## config.mk

```make
export PLATFORM = sky130hd
export DESIGN_NAME = fxadd_unit
export DESIGN_NICKNAME = d
export VERILOG_FILES = /design/src/rtl/fxadd_pkg.sv /design/src/rtl/fxadd_operand_prep.sv /design/src/rtl/fxadd_adder.sv /design/src/rtl/fxadd_state.sv /design/src/rtl/fxadd_unit.sv
export SDC_FILE = /design/constraint.sdc
export NUM_CORES = 1
export LEC_CHECK = 0
export BUFFER_PORTS_ARGS = -buffer_cell sky130_fd_sc_hd__buf_2
export CORE_MARGIN = 2
export CORE_UTILIZATION = 45
export CTS_CLUSTER_DIAMETER = 30
export DETAILED_ROUTE_END_ITERATION = 6
export PLACE_DENSITY = 0.68
export SYNTH_ARGS = -nofsm -noshare
export SYNTH_HDL_FRONTEND = slang
export SYNTH_SLANG_ARGS = --single-unit
```

## constraint.sdc

```tcl
create_clock -name clk -period 7.75 [get_ports clk]
set_clock_uncertainty 0.15 [all_clocks]
set_input_delay 1.55 -clock clk [delete_from_list [all_inputs] [get_ports clk]]
set_output_delay 1.55 -clock clk [all_outputs]
set_load 0.01 [all_outputs]
```

## src/rtl/fxadd_pkg.sv

```systemverilog
package fxadd_pkg;

  localparam int unsigned DATA_W   = 64;
  localparam int unsigned HALF_W   = 32;
  localparam int unsigned STAT_W   = 32;

  localparam int unsigned SO_POS   = 31;
  localparam int unsigned OV_POS   = 30;
  localparam int unsigned CA_POS   = 29;
  localparam int unsigned OV32_POS = 19;
  localparam int unsigned CA32_POS = 18;

  typedef enum logic [2:0] {
    OP_ADD    = 3'd0,
    OP_SUBF   = 3'd1,
    OP_ADDE   = 3'd2,
    OP_SUBFE  = 3'd3,
    OP_ADDZE  = 3'd4,
    OP_SUBFZE = 3'd5,
    OP_NEG    = 3'd6,
    OP_RSVD   = 3'd7
  } fx_op_e;

  typedef enum logic [1:0] {
    CIN_ZERO = 2'd0,
    CIN_ONE  = 2'd1,
    CIN_EXT  = 2'd2
  } cin_src_e;

  typedef struct packed {
    logic ca;
    logic ca32;
    logic ov;
    logic ov32;
  } fx_flags_t;

  function automatic logic signed_ovf(input logic xs, input logic ys, input logic rs);
    return (xs == ys) && (rs != xs);
  endfunction

endpackage

```

## src/rtl/fxadd_operand_prep.sv

```systemverilog
module fxadd_operand_prep
  import fxadd_pkg::*;
#(
  parameter int unsigned W = DATA_W
) (
  input  fx_op_e         op,
  input  logic [W-1:0]   opnd_a,
  input  logic [W-1:0]   opnd_b,
  input  logic           carry_in,
  output logic [W-1:0]   term_x,
  output logic [W-1:0]   term_y,
  output logic           term_c,
  output logic           op_ok
);

  logic     invert_a;
  logic     take_b;
  cin_src_e cin_src;

  always_comb begin
    invert_a = 1'b0;
    take_b   = 1'b0;
    cin_src  = CIN_ZERO;
    op_ok    = 1'b1;
    unique case (op)
      OP_ADD:    begin take_b = 1'b1; cin_src = CIN_ZERO; end
      OP_SUBF:   begin invert_a = 1'b1; take_b = 1'b1; cin_src = CIN_ONE; end
      OP_ADDE:   begin take_b = 1'b1; cin_src = CIN_EXT; end
      OP_SUBFE:  begin invert_a = 1'b1; take_b = 1'b1; cin_src = CIN_EXT; end
      OP_ADDZE:  begin cin_src = CIN_EXT; end
      OP_SUBFZE: begin invert_a = 1'b1; cin_src = CIN_EXT; end
      OP_NEG:    begin invert_a = 1'b1; cin_src = CIN_ONE; end
      default:   op_ok = 1'b0;
    endcase
  end

  assign term_x = invert_a ? ~opnd_a : opnd_a;
  assign term_y = take_b ? opnd_b : '0;

  always_comb begin
    unique case (cin_src)
      CIN_ONE: term_c = 1'b1;
      CIN_EXT: term_c = carry_in;
      default: term_c = 1'b0;
    endcase
  end

endmodule

```

## src/rtl/fxadd_adder.sv

```systemverilog
module fxadd_adder
  import fxadd_pkg::*;
#(
  parameter int unsigned W = DATA_W,
  parameter int unsigned H = HALF_W
) (
  input  logic [W-1:0] term_x,
  input  logic [W-1:0] term_y,
  input  logic         term_c,
  output logic [W-1:0] sum,
  output fx_flags_t    flags
);

  logic [W:0] full_sum;
  logic [H:0] low_sum;

  assign full_sum = {1'b0, term_x} + {1'b0, term_y} + {{W{1'b0}}, term_c};
  assign low_sum  = {1'b0, term_x[H-1:0]} + {1'b0, term_y[H-1:0]} + {{H{1'b0}}, term_c};
  assign sum      = full_sum[W-1:0];

  assign flags.ca   = full_sum[W];
  assign flags.ca32 = low_sum[H];
  assign flags.ov   = signed_ovf(term_x[W-1], term_y[W-1], full_sum[W-1]);
  assign flags.ov32 = signed_ovf(term_x[H-1], term_y[H-1], low_sum[H-1]);

endmodule

```

## src/rtl/fxadd_state.sv

```systemverilog
module fxadd_state
  import fxadd_pkg::*;
#(
  parameter int unsigned W  = DATA_W,
  parameter int unsigned SW = STAT_W
) (
  input  logic          clk,
  input  logic          rst,
  input  logic          upd,
  input  logic          ca_upd_en,
  input  logic          ov_upd_en,
  input  logic          rec_en,
  input  logic [W-1:0]  sum,
  input  fx_flags_t     flags,
  output logic          so_next,
  output logic [W-1:0]  result_q,
  output logic [SW-1:0] status_q,
  output logic [3:0]    cond_q
);

  logic so_r, ov_r, ca_r, ov32_r, ca32_r;
  logic is_neg, is_zero, is_pos;

  assign so_next = so_r | (ov_upd_en & flags.ov);
  assign is_neg  = sum[W-1];
  assign is_zero = (sum == '0);
  assign is_pos  = !is_neg && !is_zero;

  always_ff @(posedge clk) begin
    if (rst) begin
      result_q <= '0;
      so_r     <= 1'b0;
      ov_r     <= 1'b0;
      ca_r     <= 1'b0;
      ov32_r   <= 1'b0;
      ca32_r   <= 1'b0;
      cond_q   <= '0;
    end else if (upd) begin
      result_q <= sum;
      if (ca_upd_en) begin
        ca_r   <= flags.ca;
        ca32_r <= flags.ca32;
      end
      if (ov_upd_en) begin
        ov_r   <= flags.ov;
        ov32_r <= flags.ov32;
        so_r   <= so_next;
      end
      if (rec_en) begin
        cond_q <= {is_neg, is_pos, is_zero, so_next};
      end
    end
  end

  always_comb begin
    status_q           = '0;
    status_q[SO_POS]   = so_r;
    status_q[OV_POS]   = ov_r;
    status_q[CA_POS]   = ca_r;
    status_q[OV32_POS] = ov32_r;
    status_q[CA32_POS] = ca32_r;
  end

endmodule

```

## src/rtl/fxadd_unit.sv

```systemverilog
module fxadd_unit
  import fxadd_pkg::*;
#(
  parameter int unsigned W  = DATA_W,
  parameter int unsigned H  = HALF_W,
  parameter int unsigned SW = STAT_W
) (
  input  logic          clk,
  input  logic          rst,
  input  logic          in_valid,
  input  logic [2:0]    op,
  input  logic [W-1:0]  opnd_a,
  input  logic [W-1:0]  opnd_b,
  input  logic          carry_in,
  input  logic          ca_upd_en,
  input  logic          ov_upd_en,
  input  logic          rec_en,
  output logic [W-1:0]  result_q,
  output logic [SW-1:0] status_q,
  output logic [3:0]    cond_q
);

  logic [W-1:0] term_x, term_y, sum_w;
  logic         term_c, op_ok_w, upd_w, so_next_w, ov64_w;
  fx_flags_t    flags_w;

  fxadd_operand_prep #(.W(W)) u_prep (
    .op       (fx_op_e'(op)),
    .opnd_a   (opnd_a),
    .opnd_b   (opnd_b),
    .carry_in (carry_in),
    .term_x   (term_x),
    .term_y   (term_y),
    .term_c   (term_c),
    .op_ok    (op_ok_w)
  );

  fxadd_adder #(.W(W), .H(H)) u_add (
    .term_x (term_x),
    .term_y (term_y),
    .term_c (term_c),
    .sum    (sum_w),
    .flags  (flags_w)
  );

  assign upd_w  = in_valid && op_ok_w;
  assign ov64_w = flags_w.ov;

  fxadd_state #(.W(W), .SW(SW)) u_state (
    .clk       (clk),
    .rst       (rst),
    .upd       (upd_w),
    .ca_upd_en (ca_upd_en),
    .ov_upd_en (ov_upd_en),
    .rec_en    (rec_en),
    .sum       (sum_w),
    .flags     (flags_w),
    .so_next   (so_next_w),
    .result_q  (result_q),
    .status_q  (status_q),
    .cond_q    (cond_q)
  );

endmodule

```

Yosys cells after proc, flatten, opt, wreduce, memory -nomap -nowiden
Index checks and enable logic that the tools add are counted.
- register bits after elaboration: 73
- output and inout bits: 100
- logic and storage cells: 49
- input port bits: 138
- muxes and demuxes: 7
- add/subtract/negate cells: 4
- bitwise gates (word level): 3
- reductions and logical operators: 16
- eq/ne operators: 12
- operator list (cell ; count):
    $mux W64 ; 2
    $add A64 B64 Y65 ; 1
    $add A65 B1 Y65 ; 1
    $logic_not A64 Y1 ; 1
    $not A64 Y64 ; 1
    $add A32 B32 Y33 ; 1
    $add A33 B1 Y33 ; 1
    $reduce_or A4 Y1 ; 3
    $eq A3 B3 Y1 const B ; 3
    $reduce_or A7 Y1 ; 1
    $eq A3 B2 Y1 const B ; 2
    $reduce_and A2 Y1 ; 3
    $logic_and A1 B1 Y1 ; 4
    $pmux W2 S2 ; 1
    $eq A3 B1 Y1 const B ; 1
    $logic_not A3 Y1 ; 1
    $mux W1 ; 3
    $eq A1 B1 Y1 ; 2
    $eq A2 B1 Y1 const B ; 1
    $eq A2 B2 Y1 const B ; 1
    $logic_not A1 Y1 ; 2
    $ne A1 B1 Y1 ; 2
    $pmux W1 S2 ; 1
    $reduce_or A2 Y1 ; 1
    other kinds (2) ; 2

Depth between registers and ports, before layout
Gate-level depths: netlist (run 1).
- depth after elaboration: 10
- depth in mapped cells: 20
- gate-level depth less buffers: 20

Modules after synthesis
Synthesis (run 1) repeated with hierarchy kept, for this count alone.
- cell total of the unflattened synthesis: 1040
- area total of the unflattened synthesis: 9002.4 um2
- modules (own cells, without submodules) (module ; area each (um2) ; cells an instance ; times used ; seq. area each (um2)):
    fxadd_adder ; 3943.8 ; 576 ; 1 ; 0.0
    fxadd_state ; 2957.8 ; 301 ; 1 ; 1461.4
    fxadd_operand_prep ; 2094.5 ; 162 ; 1 ; 0.0
    fxadd_unit ; 6.3 ; 1 ; 1 ; 0.0

Least setup slack after synthesis (run 1)
No wires, ideal clock.
- path kind: in2reg
- start point: input op[1]
- end point: register u_state.cond_q[1]
- arrival: 5.771 ns
- cell stages on the path: 16
- data required time: 7.540 ns
- buffers on the path: 1
- setup slack: 1.768 ns
- setup time: 0.060 ns
- path through: nand2_1 > xor2_1 > clkbuf_1 > xnor2_1 > fa_1 > a21o_1 > a221o_2 > a21oi_4 > o32ai_2 > nor2b_4 > xnor2_1 > or4_1 > nor4_1 > nand4_1 > nor4_2 > a32o_1
- cells in the longest elaborated chain, start to end: 7
- elaborated cells on any way between the ends: 26
- classes of those cells: add/sub: 2; eq/ne: 8; mux: 7; reduce/logical: 9
- RTL lines (item ; line ; RTL):
    start: declaration ; fxadd_unit.sv:11 ; input logic [2:0] op,
    $eq A3 B1 Y1, or another cell as far along ; fxadd_operand_prep.sv:25 ; unique case (op)
    $reduce_or A4 Y1 (no source line) or $reduce_or A2 Y1 (tied branches) ; -- ;
    $mux W1 or $pmux W2 S2 (tied branches) ; fxadd_operand_prep.sv:25 ;
    $mux W64, or another cell as far along ; fxadd_operand_prep.sv:37 ; assign term_x = invert_a ? ~opnd_a : opnd_a;
    $add A64 B64 Y65 or $pmux W1 S2 (tied branches) ; fxadd_adder.sv:17, fxadd_operand_prep.sv:41 ;
    $add A65 B1 Y65 ; fxadd_adder.sv:17 ; assign full_sum = {1'b0, term_x} + {1'b0, term_y} + {{W{1'b0}}, term_c};
    $logic_not A64 Y1 ; fxadd_state.sv:26 ; assign is_zero = (sum == '0);
    end signal: assignment ; fxadd_state.sv:50 ; cond_q <= {is_neg, is_pos, is_zero, so_next};
    end: declaration ; fxadd_state.sv:18 ; output logic [3:0] cond_q
Several ways; a longest one is shown, not always the timed one.
A chain may end at the register's enable or synchronous reset.

Final worst setup path (run 1)
- start point: input op[2]
- end point: register u_state.cond_q[1]
The elaborated chain is that of the path after synthesis.

==> results of run 1 <==
layout by cell type, fill, tap and decap left out, types with 11 or more instances in the layout:
| cell type | Yosys | routed |
|---|---|---|
| o211ai_1 | 12 | 12 |
| nor2b_1 | 72 | 72 |
| nor2_1 | 111 | 111 |
| o21ai_0 | 45 | 45 |
| buf_2 | 1 | 210 |
| dfxtp_1 | 73 | 73 |
| nand2b_1 | 11 | 11 |
| nand3_1 | 24 | 24 |
| o21ai_1 | 25 | 25 |
| inv_1 | 15 | 15 |
| conb_1 | 1 | 27 |
| xnor2_1 | 90 | 90 |
| a211oi_1 | 20 | 20 |
| ha_1 | 65 | 65 |
| nand4_1 | 37 | 37 |
| nand2_1 | 157 | 156 |
| o21a_1 | 11 | 11 |
| a21o_1 | 18 | 18 |
| a21oi_1 | 159 | 159 |
| xor2_1 | 24 | 23 |
| nor3_1 | 21 | 21 |
routing by layer:
layer | up-vias | track usage
met5 | - | 0
met2 | 400 | 0.425
met1 | 4383 | 0.434
met3 | 34 | 0.0358
li1 | 4636 | -
met4 | 0 | 0.0637
layout make-up:
| type | count | area [sq um] |
|---|---|---|
| timing repair buffer | 219 | 1120 |
| tap | 234 | 293 |
| antenna | 1 | 2.50 |
| clock buffer | 10 | 229 |
| multi-input combinational | 1062 | 6660 |
| clock inverter | 5 | 81.3 |
| sequential | 73 | 1460 |
| inverter | 16 | 60.1 |
| fill | 1915 | 8800 |
worst reg2reg max path: cells and delay by family (launching register included):
family	cells	cell delay [ns]
flops	1	0.37
compound gates	1	0.25
simple gates	1	0.07
logic make-up (layout without fill, tap and decap cells):
family,Yosys count,after routing,synth area share
flops,73,73,0.171
simple gates,487,487,0.276
fa+ha+maj,67,67,0.0998
xor+xnor,114,114,0.117
buf+inv,116,250,0.0651
compound gates,361,361,0.264
other cells,1,28,0.000438
mux,6,6,0.00717
how the worst min path moves through the flow:
stage	end	slack, ns
2_1_floorplan	u_state.ov_r	0.29
3_3_place_gp	u_state.result_q[51]	0.29
3_5_place_dp	u_state.result_q[17]	0.29
4_1_cts	u_state.result_q[17]	0.30
5_1_grt	u_state.result_q[17]	0.32
6_report	u_state.result_q[17]	0.30
power breakdown:
| part | switching, W | total, W | internal, W |
|---|---|---|---|
| Combinational | 0.000732 | 0.00115 | 0.000415 |
| Clock | 0.000162 | 0.000442 | 0.000280 |
| Sequential | 0.0000276 | 0.000454 | 0.000426 |
| Total | 0.000922 | 0.00204 | 0.00112 |
flip-flops by register name, indices dropped and copies added, names as in the netlist:
name / flops
u_state.ca32_r: 1
u_state.so_r: 1
u_state.ov_r: 1
u_state.ov32_r: 1
u_state.result_q: 64
u_state.ca_r: 1
u_state.cond_q: 4
metrics by stage:
step	instances	hold slack (ns)
global route	1619	0.323
finish	1620	0.302
CTS	1619	0.302
global placement	1604	0.288
floorplan	1251	0.287
detailed placement	1604	0.294
==> results.txt, run 1 <==
ys async rst share: 0
Die Footprint: 20100 sq um
Hold Fails Final Rpt: 0
Die Wd: 142 microns
Critical R2R Capture: u_state.result_q[54]
first-pass GRT wire length: 45600 microns
top layer in use: met4
register area share after synthesis: 0.171
remaining global-route overflow: 0
post-cts resize count: 0
MaxCap Viol Count: 0
clock latency on the worst-skew pair: 0.33 ns
max-slew violation count: 0
Iter 0 DRT Violations: 1053
minimum clock period after layout: 6.34 ns
drt via density: 5.84
maximum VDD drop: 0.122 mV
WHS Path Cells: 2
Final TNS setup: 0 ns
Yosys reg bits: 73
worst setup path endpoint: u_state.cond_q[1]
Most used DFF post-synth: dfxtp_1
RSZ-0062 raised after global routing: false
Hold Crit Class: reg -> reg
Num CTS Buffers: 9
area leader, netlist: dfxtp_1
CTS HTree Levels: 3
Root Driver: clkbuf_16
area share of the largest cell type after synthesis: 0.171
crit-path max cell delay: 0.55 ns
largest net degree at the start of global routing: 77
hold path start: u_state.result_q[17]
Clk pin slew, worst setup/hold paths: 0.06 ns
CTS Buffer Depth: 2
TritonCTS sink count: 73
fin area: 9900 sq um
met1 WL: 14500 microns
CP Launch Type: primary input
P_leak: 4.30 nW
Buf+Inv Stages, Crit Path: 4
Die Span Y: 142 microns
Detailed Route WL: 29500 microns
Area contributors post-synth: dfxtp_1 (17%), ha_1 (9.5%), a21oi_1 (9.3%)
slowest CP cell: buf_4
Post-synth EDFFs: 0
Synth warnings: 0
status: finished clean
critical path class: in -> reg
r2r worst-path depth: 2
final core utilization: 0.529
row count: 50
CP Capture Type: register
vias: 9453
final setup vio count: 0
post-route worst setup slack: 1.41 ns
metal2 WL: 12400 microns
Slew Limit Headroom: 0.371
hold_buf cts: 0
worst-path fanout max: 67
top-count cell post-synth: a21oi_1
Worst path depth: 21
DP HPWL: 24200 microns
CP startpoint: op[2]
top cells by count, synth: a21oi_1 (159), nand2_1 (157), nor2_1 (111), xnor2_1 (90), dfxtp_1 (73)
Layout area overhead: 15.8%
Placed Area: 9590 sq um
slew at the pin with the worst max-slew slack: 0.935 ns
crit path cell chain: buf_2 -> buf_4 -> xor2_1 -> inv_1 -> ha_1 -> a21oi_1 -> or2_2 -> fa_1 -> inv_1 -> fa_1 -> a21o_1 -> a221o_2 -> a211oi_4 -> o21bai_2 -> a21boi_2 -> xnor2_1 -> or4_1 -> nor4_1 -> nand4_1 -> nor4_2 -> a32o_1
DRC errors left: 0
nets: 1586
unique cell type count in the Yosys netlist: 78
Required @ worst endpoint: 7.87 ns
CP delay by family, top: compound AO/OA/AOI/OAI gates
GRT Overall Usage: 0.285
CTS tree: yes
initial antenna violation count: 1
PwrDens: 206 nW/um^2
WL per Instance: 18.2 microns
Final period util: 0.818
Synth Instances: 1225
crit path DAT: 6.47 ns
Core ar.: 18700 sq um
fmax: 158 MHz
share of layout cells above drive strength 1: 0.185
postcts setup bufs: 0
Detail Route Antenna Nets: 0
worst r2r src: u_state.result_q[54]
drt first pass iters: 5
dpl ws: 1.05 ns
synthesized area: 8550 sq um
io pins: 238
routed wl met3: 2090 microns
post-layout power: 0.00204 W
Initial Util: 0.457
vias in the first global route: 8354
Worst R2R Setup Slack: 6.81 ns
number of port buffers: 210
Final Wtd Congestion: 0.981
Post-Syn Area per Cell: 6.98 sq um
Power figures use the tool's default switching activity.
==> inputs of run 2 (changes only) <==
--- a/config.mk
+++ b/config.mk
@@ -5,12 +5,13 @@
 export SDC_FILE = /design/constraint.sdc
 export NUM_CORES = 1
 export LEC_CHECK = 0
+export ABC_AREA = 1
 export BUFFER_PORTS_ARGS = -buffer_cell sky130_fd_sc_hd__buf_2
 export CORE_MARGIN = 2
 export CORE_UTILIZATION = 45
 export CTS_CLUSTER_DIAMETER = 30
 export DETAILED_ROUTE_END_ITERATION = 6
-export PLACE_DENSITY = 0.68
+export PLACE_DENSITY = 0.67
 export SYNTH_ARGS = -nofsm -noshare
 export SYNTH_HDL_FRONTEND = slang
 export SYNTH_SLANG_ARGS = --single-unit
==> constraint.sdc (replaced) <==
create_clock -name clk -period 5.93 [get_ports clk]
set_clock_uncertainty 0.15 [all_clocks]
set_input_delay 1.186 -clock clk [delete_from_list [all_inputs] [get_ports clk]]
set_output_delay 1.186 -clock clk [all_outputs]
set_load 0.01 [all_outputs]
==> run 2 against run 1 <==
Against the previous run: cell count grew 49%; critical endpoint is now u_state.cond_q[2]; register-to-register slack got worse by 1.9 ns; critical path type unchanged; non-clock buffer count increased by 6; highest routed layer unchanged.
==> results.txt, run 2 <==
remaining global-route overflow: 0
CTS HTree Levels: 3
Slew Limit Headroom: 0.189
commonest non-fill, non-tap cell in the layout: nand2_1
Detailed Route WL: 37500 microns
slew at the pin with the worst max-slew slack: 1.22 ns
register area share after synthesis: 0.141
max-slew violation count: 0
hold_buf cts: 0
diode count: 0
Initial Util: 0.458
Synth warnings: 0
final hold slack: 0.319 ns
final setup vio count: 0
Final TNS setup: 0 ns
post-cts resize count: 0
fmax: 196 MHz
PwrDens: 224 nW/um^2
crit path DAT: 5.18 ns
ys async rst share: 0
Hold Crit Class: reg -> reg
CP Launch Type: primary input
RSZ-0062 raised after global routing: false
worst-path fanout max: 63
drt first pass iters: 5
Yosys reg bits: 73
fin area: 11900 sq um
vias: 11.6k
Core ar.: 22600 sq um
Die Span Y: 156 microns
register area: 1460 sq um
Post-Syn Area per Cell: 5.38 sq um
Area contributors post-synth: nand2_1 (25%), inv_1 (16%), dfxtp_1 (14%)
worst r2r src: u_state.ca32_r
Placed Area: 11600 sq um
first-pass GRT wire length: 57100 microns
area share of the largest cell type after synthesis: 0.250
slowest CP cell: xnor2_1
Most flops, register: u_state.result_q
row count: 55
GRT Overall Usage: 0.308
Final period util: 0.859
Root Driver: clkbuf_16
Most used DFF post-synth: dfxtp_1
Iter 0 DRT Violations: 818
CP startpoint: op[0]
top cells by count, synth: nand2_1 (688), inv_1 (446), nor2_1 (189), xor2_1 (74), dfxtp_1 (73)
share of layout cells above drive strength 1: 0.140
Clk pin slew, worst setup/hold paths: 0.08 ns
crit-path max cell delay: 0.40 ns
Synth Instances: 1921
final core utilization: 0.526
CP Capture Type: register
top flop regs: u_state.result_q x64, u_state.cond_q x4
Worst R2R Setup Slack: 4.90 ns
TritonCTS sink count: 73
Die Footprint: 24200 sq um
clock latency on the worst-skew pair: 0.35 ns
Final Wtd Congestion: 0.963
Post-Layout Cell Count: 2406
DRC errors left: 0
WL per Instance: 15.6 microns
P_leak: 7.71 nW
initial antenna violation count: 0
Fill cells: 2483
area of the multi-input gates: 6890 sq um
critical path class: in -> reg
drt via density: 4.81
maximum VDD drop: 0.139 mV
hold path start: u_state.ca_r
status: finished clean
vias in the first global route: 10.5k
Hold Fails Final Rpt: 0
minimum clock period after layout: 5.10 ns
Detail Route Antenna Nets: 0
Layout area overhead: 15.0%
max FFs per register: 64
crit path cell chain: buf_2 -> inv_1 -> nor3_1 -> nand3b_1 -> buf_12 -> xor2_1 -> ha_1 -> nand2_1 -> nor2_1 -> nand2_1 -> nand3_1 -> nand2_1 -> nand2_1 -> nand2_1 -> nand2_2 -> xnor2_1 -> nand2_1 -> nor2_1 -> nand3_1 -> nor2_2 -> nand3_2 -> nand2_1 -> a21oi_1
DP HPWL: 32100 microns
most frequent cells in the layout: nand2_1 (688), inv_1 (446), buf_2 (210)
largest net degree at the start of global routing: 64
Num CTS Buffers: 9
synthesized area: 10300 sq um
number of port buffers: 210
MaxCap Viol Count: 0
most frequent CP cell: nand2_1
nets: 2321
postcts setup bufs: 0
area leader, netlist: nand2_1
io pins: 238
top-count cell post-synth: nand2_1
CTS tree: yes
Post-synth EDFFs: 0
Die Wd: 156 microns
unique cell type count in the Yosys netlist: 42
dpl cells: 2390
Required @ worst endpoint: 6.02 ns
CTS Buffer Depth: 2
run 2: cells by family after synthesis:
group | synth area share
simple gates | 0.407
buf+inv | 0.201
compound gates | 0.0858
xor+xnor | 0.0813
flops | 0.141
fa+ha+maj | 0.0826
other cells | 0.000363
run 2: final timing paths:
check / to / cells after the start
setup / recovery: u_state.cond_q[2] / 23
hold / removal: u_state.ca_r / 2
setup reg to reg: u_state.ca32_r / 4
hold reg to reg: u_state.ca_r / 2
run 2: metal layers:
layer / share of wire / global-route usage
met4: 0.021 / 0.0712
met2: 0.41 / 0.478
met5: 0 / 0
met3: 0.067 / 0.0429
met1: 0.50 / 0.448
run 2: cell type report:
cell class,count,share of cell area
multi-input cells,1355,0.580
well taps,285,0.0300
clock buffers,10,0.0193
inverters,452,0.143
clock inverters,6,0.00569
flip-flops and latches,73,0.123
repair buffers,225,0.0990
run 2: worst max-delay path, delay by kind of cell:
| family | cells | cell delay (ns) |
|---|---|---|
| AOI/OAI and AO/OA | 1 | 0.06 |
| and+or+nand+nor | 16 | 2.19 |
| adders and majority gates | 1 | 0.37 |
| buffers and inverters | 3 | 0.54 |
| xor gates and xnor gates | 2 | 0.77 |
run 2: per-stage QoR:
step	power, W	setup slack (ns)
after global placement	0.00206	0.635
after global routing	0.00286	0.616
after detailed placement	0.00206	0.607
after floorplan	0.00157	1.54
after CTS	0.00266	0.982
final	0.00266	0.834
run 2: power breakdown:
part	leakage (nW)	switching [W]	internal, W
logic	6.96	0.00100	0.000491
clock network	0.139	0.000263	0.000329
registers	0.606	0.0000328	0.000548
==> inputs of run 3 (changes only) <==
--- a/config.mk
+++ b/config.mk
@@ -7,11 +7,12 @@
 export LEC_CHECK = 0
 export ABC_AREA = 1
 export BUFFER_PORTS_ARGS = -buffer_cell sky130_fd_sc_hd__buf_2
-export CORE_MARGIN = 2
-export CORE_UTILIZATION = 45
+export CELL_PAD_IN_SITES_DETAIL_PLACEMENT = 1
+export CELL_PAD_IN_SITES_GLOBAL_PLACEMENT = 1
+export CORE_UTILIZATION = 37
 export CTS_CLUSTER_DIAMETER = 30
 export DETAILED_ROUTE_END_ITERATION = 6
-export PLACE_DENSITY = 0.67
+export PLACE_DENSITY = 0.81
 export SYNTH_ARGS = -nofsm -noshare
 export SYNTH_HDL_FRONTEND = slang
 export SYNTH_SLANG_ARGS = --single-unit
==> run 3 against run 2 <==
Against the previous run: fmax shrank 2.3%; global-route usage shrank 1.8 points; clock-buffer cell count grew 1; worst hold slack gained 0.0028 ns; non-clock buffer count shrank 10; design area grew 0.62%; core utilization shrank 8.6 points; cell count grew 3.2%; register-to-register slack is essentially flat; combinational power grew 3%; clock power grew 5.7%; first-iteration DRC count shrank 11%; critical path type unchanged.
==> results.txt, run 3 (synthesis gave the netlist of run 2 again) <==
top flop regs: u_state.result_q x64, u_state.cond_q x4
slew at the pin with the worst max-slew slack: 1.18 ns
PwrDens: 229 nW/um^2
WL per Instance: 16.6 microns
Iter 0 DRT Violations: 732
clock latency on the worst-skew pair: 0.33 ns
most frequent cells in the layout: nand2_1 (688), inv_1 (446), buf_2 (210)
status: finished clean
initial antenna violation count: 0
MaxCap Viol Count: 0
Clk pin slew, worst setup/hold paths: 0.06 ns
largest net degree at the start of global routing: 116
routed wl met3: 1980 microns
metal2 WL: 17900 microns
Most flops, register: u_state.result_q
most frequent CP cell: nand2_1
post-cts resize count: 0
Num CTS Buffers: 9
final core utilization: 0.440
Final period util: 0.879
final setup vio count: 0
CTS Buffer Depth: 2
P_leak: 7.68 nW
crit path DAT: 5.27 ns
dpl cells: 2467
share of layout cells above drive strength 1: 0.136
first-pass GRT wire length: 64500 microns
critical path class: in -> reg
met1 WL: 20500 microns
diode count: 0
slowest CP cell: xnor2_1
Hold Fails Final Rpt: 0
io pins: 238
minimum clock period after layout: 5.21 ns
Post-Layout Cell Count: 2483
drt via density: 4.81
Hold Crit Class: reg -> reg
Detail Route Antenna Nets: 0
Die Span Y: 169 microns
nets: 2311
commonest non-fill, non-tap cell in the layout: nand2_1
max-slew violation count: 0
Core ar.: 27200 sq um
remaining global-route overflow: 0
CP Launch Type: primary input
Detailed Route WL: 41100 microns
worst-path fanout max: 35
number of port buffers: 210
vias in the first global route: 11.9k
Required @ worst endpoint: 5.98 ns
max FFs per register: 64
hold_buf cts: 0
Root Driver: clkbuf_16
crit-path max cell delay: 0.46 ns
Final TNS setup: 0 ns
maximum VDD drop: 0.124 mV
GRT Overall Usage: 0.290
Die Wd: 169 microns
DRC errors left: 0
TritonCTS sink count: 73
drt first pass iters: 7
top layer in use: met4
fmax: 192 MHz
Slew Limit Headroom: 0.212
CTS tree: yes
Die Footprint: 28600 sq um
CP Capture Type: register
CTS HTree Levels: 3
Final Wtd Congestion: 0.929
Layout area overhead: 15.7%
postcts setup bufs: 0
RSZ-0062 raised after global routing: false
row count: 60
Initial Util: 0.380
DP HPWL: 35700 microns
vias: 11.9k
## run 3: changes by cell type in the layout (fill, tap and decap cells not counted), sizes merged
| cell | previous run | this run |
|---|---|---|
| buf | 225 | 215 |
| bufinv | 1 | 3 |
| clkbuf | 10 | 11 |
| clkinvlp | 2 | 0 |
| inv | 451 | 450 |
## run 3: power breakdown
group / leakage [nW] / switching [W] / internal [W] / total (W)
sequential: 0.606 / 0.0000371 / 0.000549 / 0.000586
combinational: 6.91 / 0.00105 / 0.000474 / 0.00153
clock: 0.164 / 0.000214 / 0.000412 / 0.000626
## run 3: stage by stage
step	total power, W	hold slack (ns)	cell area (sq um)	setup WS (ns)
floorplan	0.00157	0.294	10400	1.54
global placement	0.00207	0.305	11600	0.511
CTS	0.00272	0.321	12000	0.698
global route	0.00293	0.346	12000	0.362
detailed placement	0.00209	0.312	11600	0.413
finish	0.00274	0.321	12000	0.716
## run 3: per-layer routing
metal  track usage  up-vias
li1              -     6014
met1         0.411     5571
met3        0.0267       39
met4        0.0666        0
met2         0.472      314
met5             0        -
## run 3: worst max-delay path, delay by kind of cell
family,cells,cell delay (ns)
xor gates and xnor gates,1,0.46
AOI/OAI and AO/OA,3,0.50
buffers and inverters,5,0.66
adders and majority gates,3,0.88
and+or+nand+nor,14,1.57
## run 3: cell type report
| type | instances | area, sq um |
|---|---|---|
| flip-flops and latches | 73 | 1460 |
| repair buffers | 215 | 1100 |
| clock buffers | 11 | 233 |
| clock inverters | 5 | 104 |
| fillers | 4037 | 15200 |
| well taps | 372 | 465 |
| inverters | 452 | 1700 |
| multi-input cells | 1355 | 6890 |
## run 3: final timing paths
kind / start / endpoint / slack, ns / cells after the start
max: op[2] / u_state.cond_q[2] / 0.72 / 26
min: u_state.result_q[2] / u_state.result_q[2] / 0.32 / 2
max reg2reg: u_state.cond_q[3] / u_state.cond_q[3] / 4.89 / 3
min reg2reg: u_state.result_q[2] / u_state.result_q[2] / 0.32 / 2
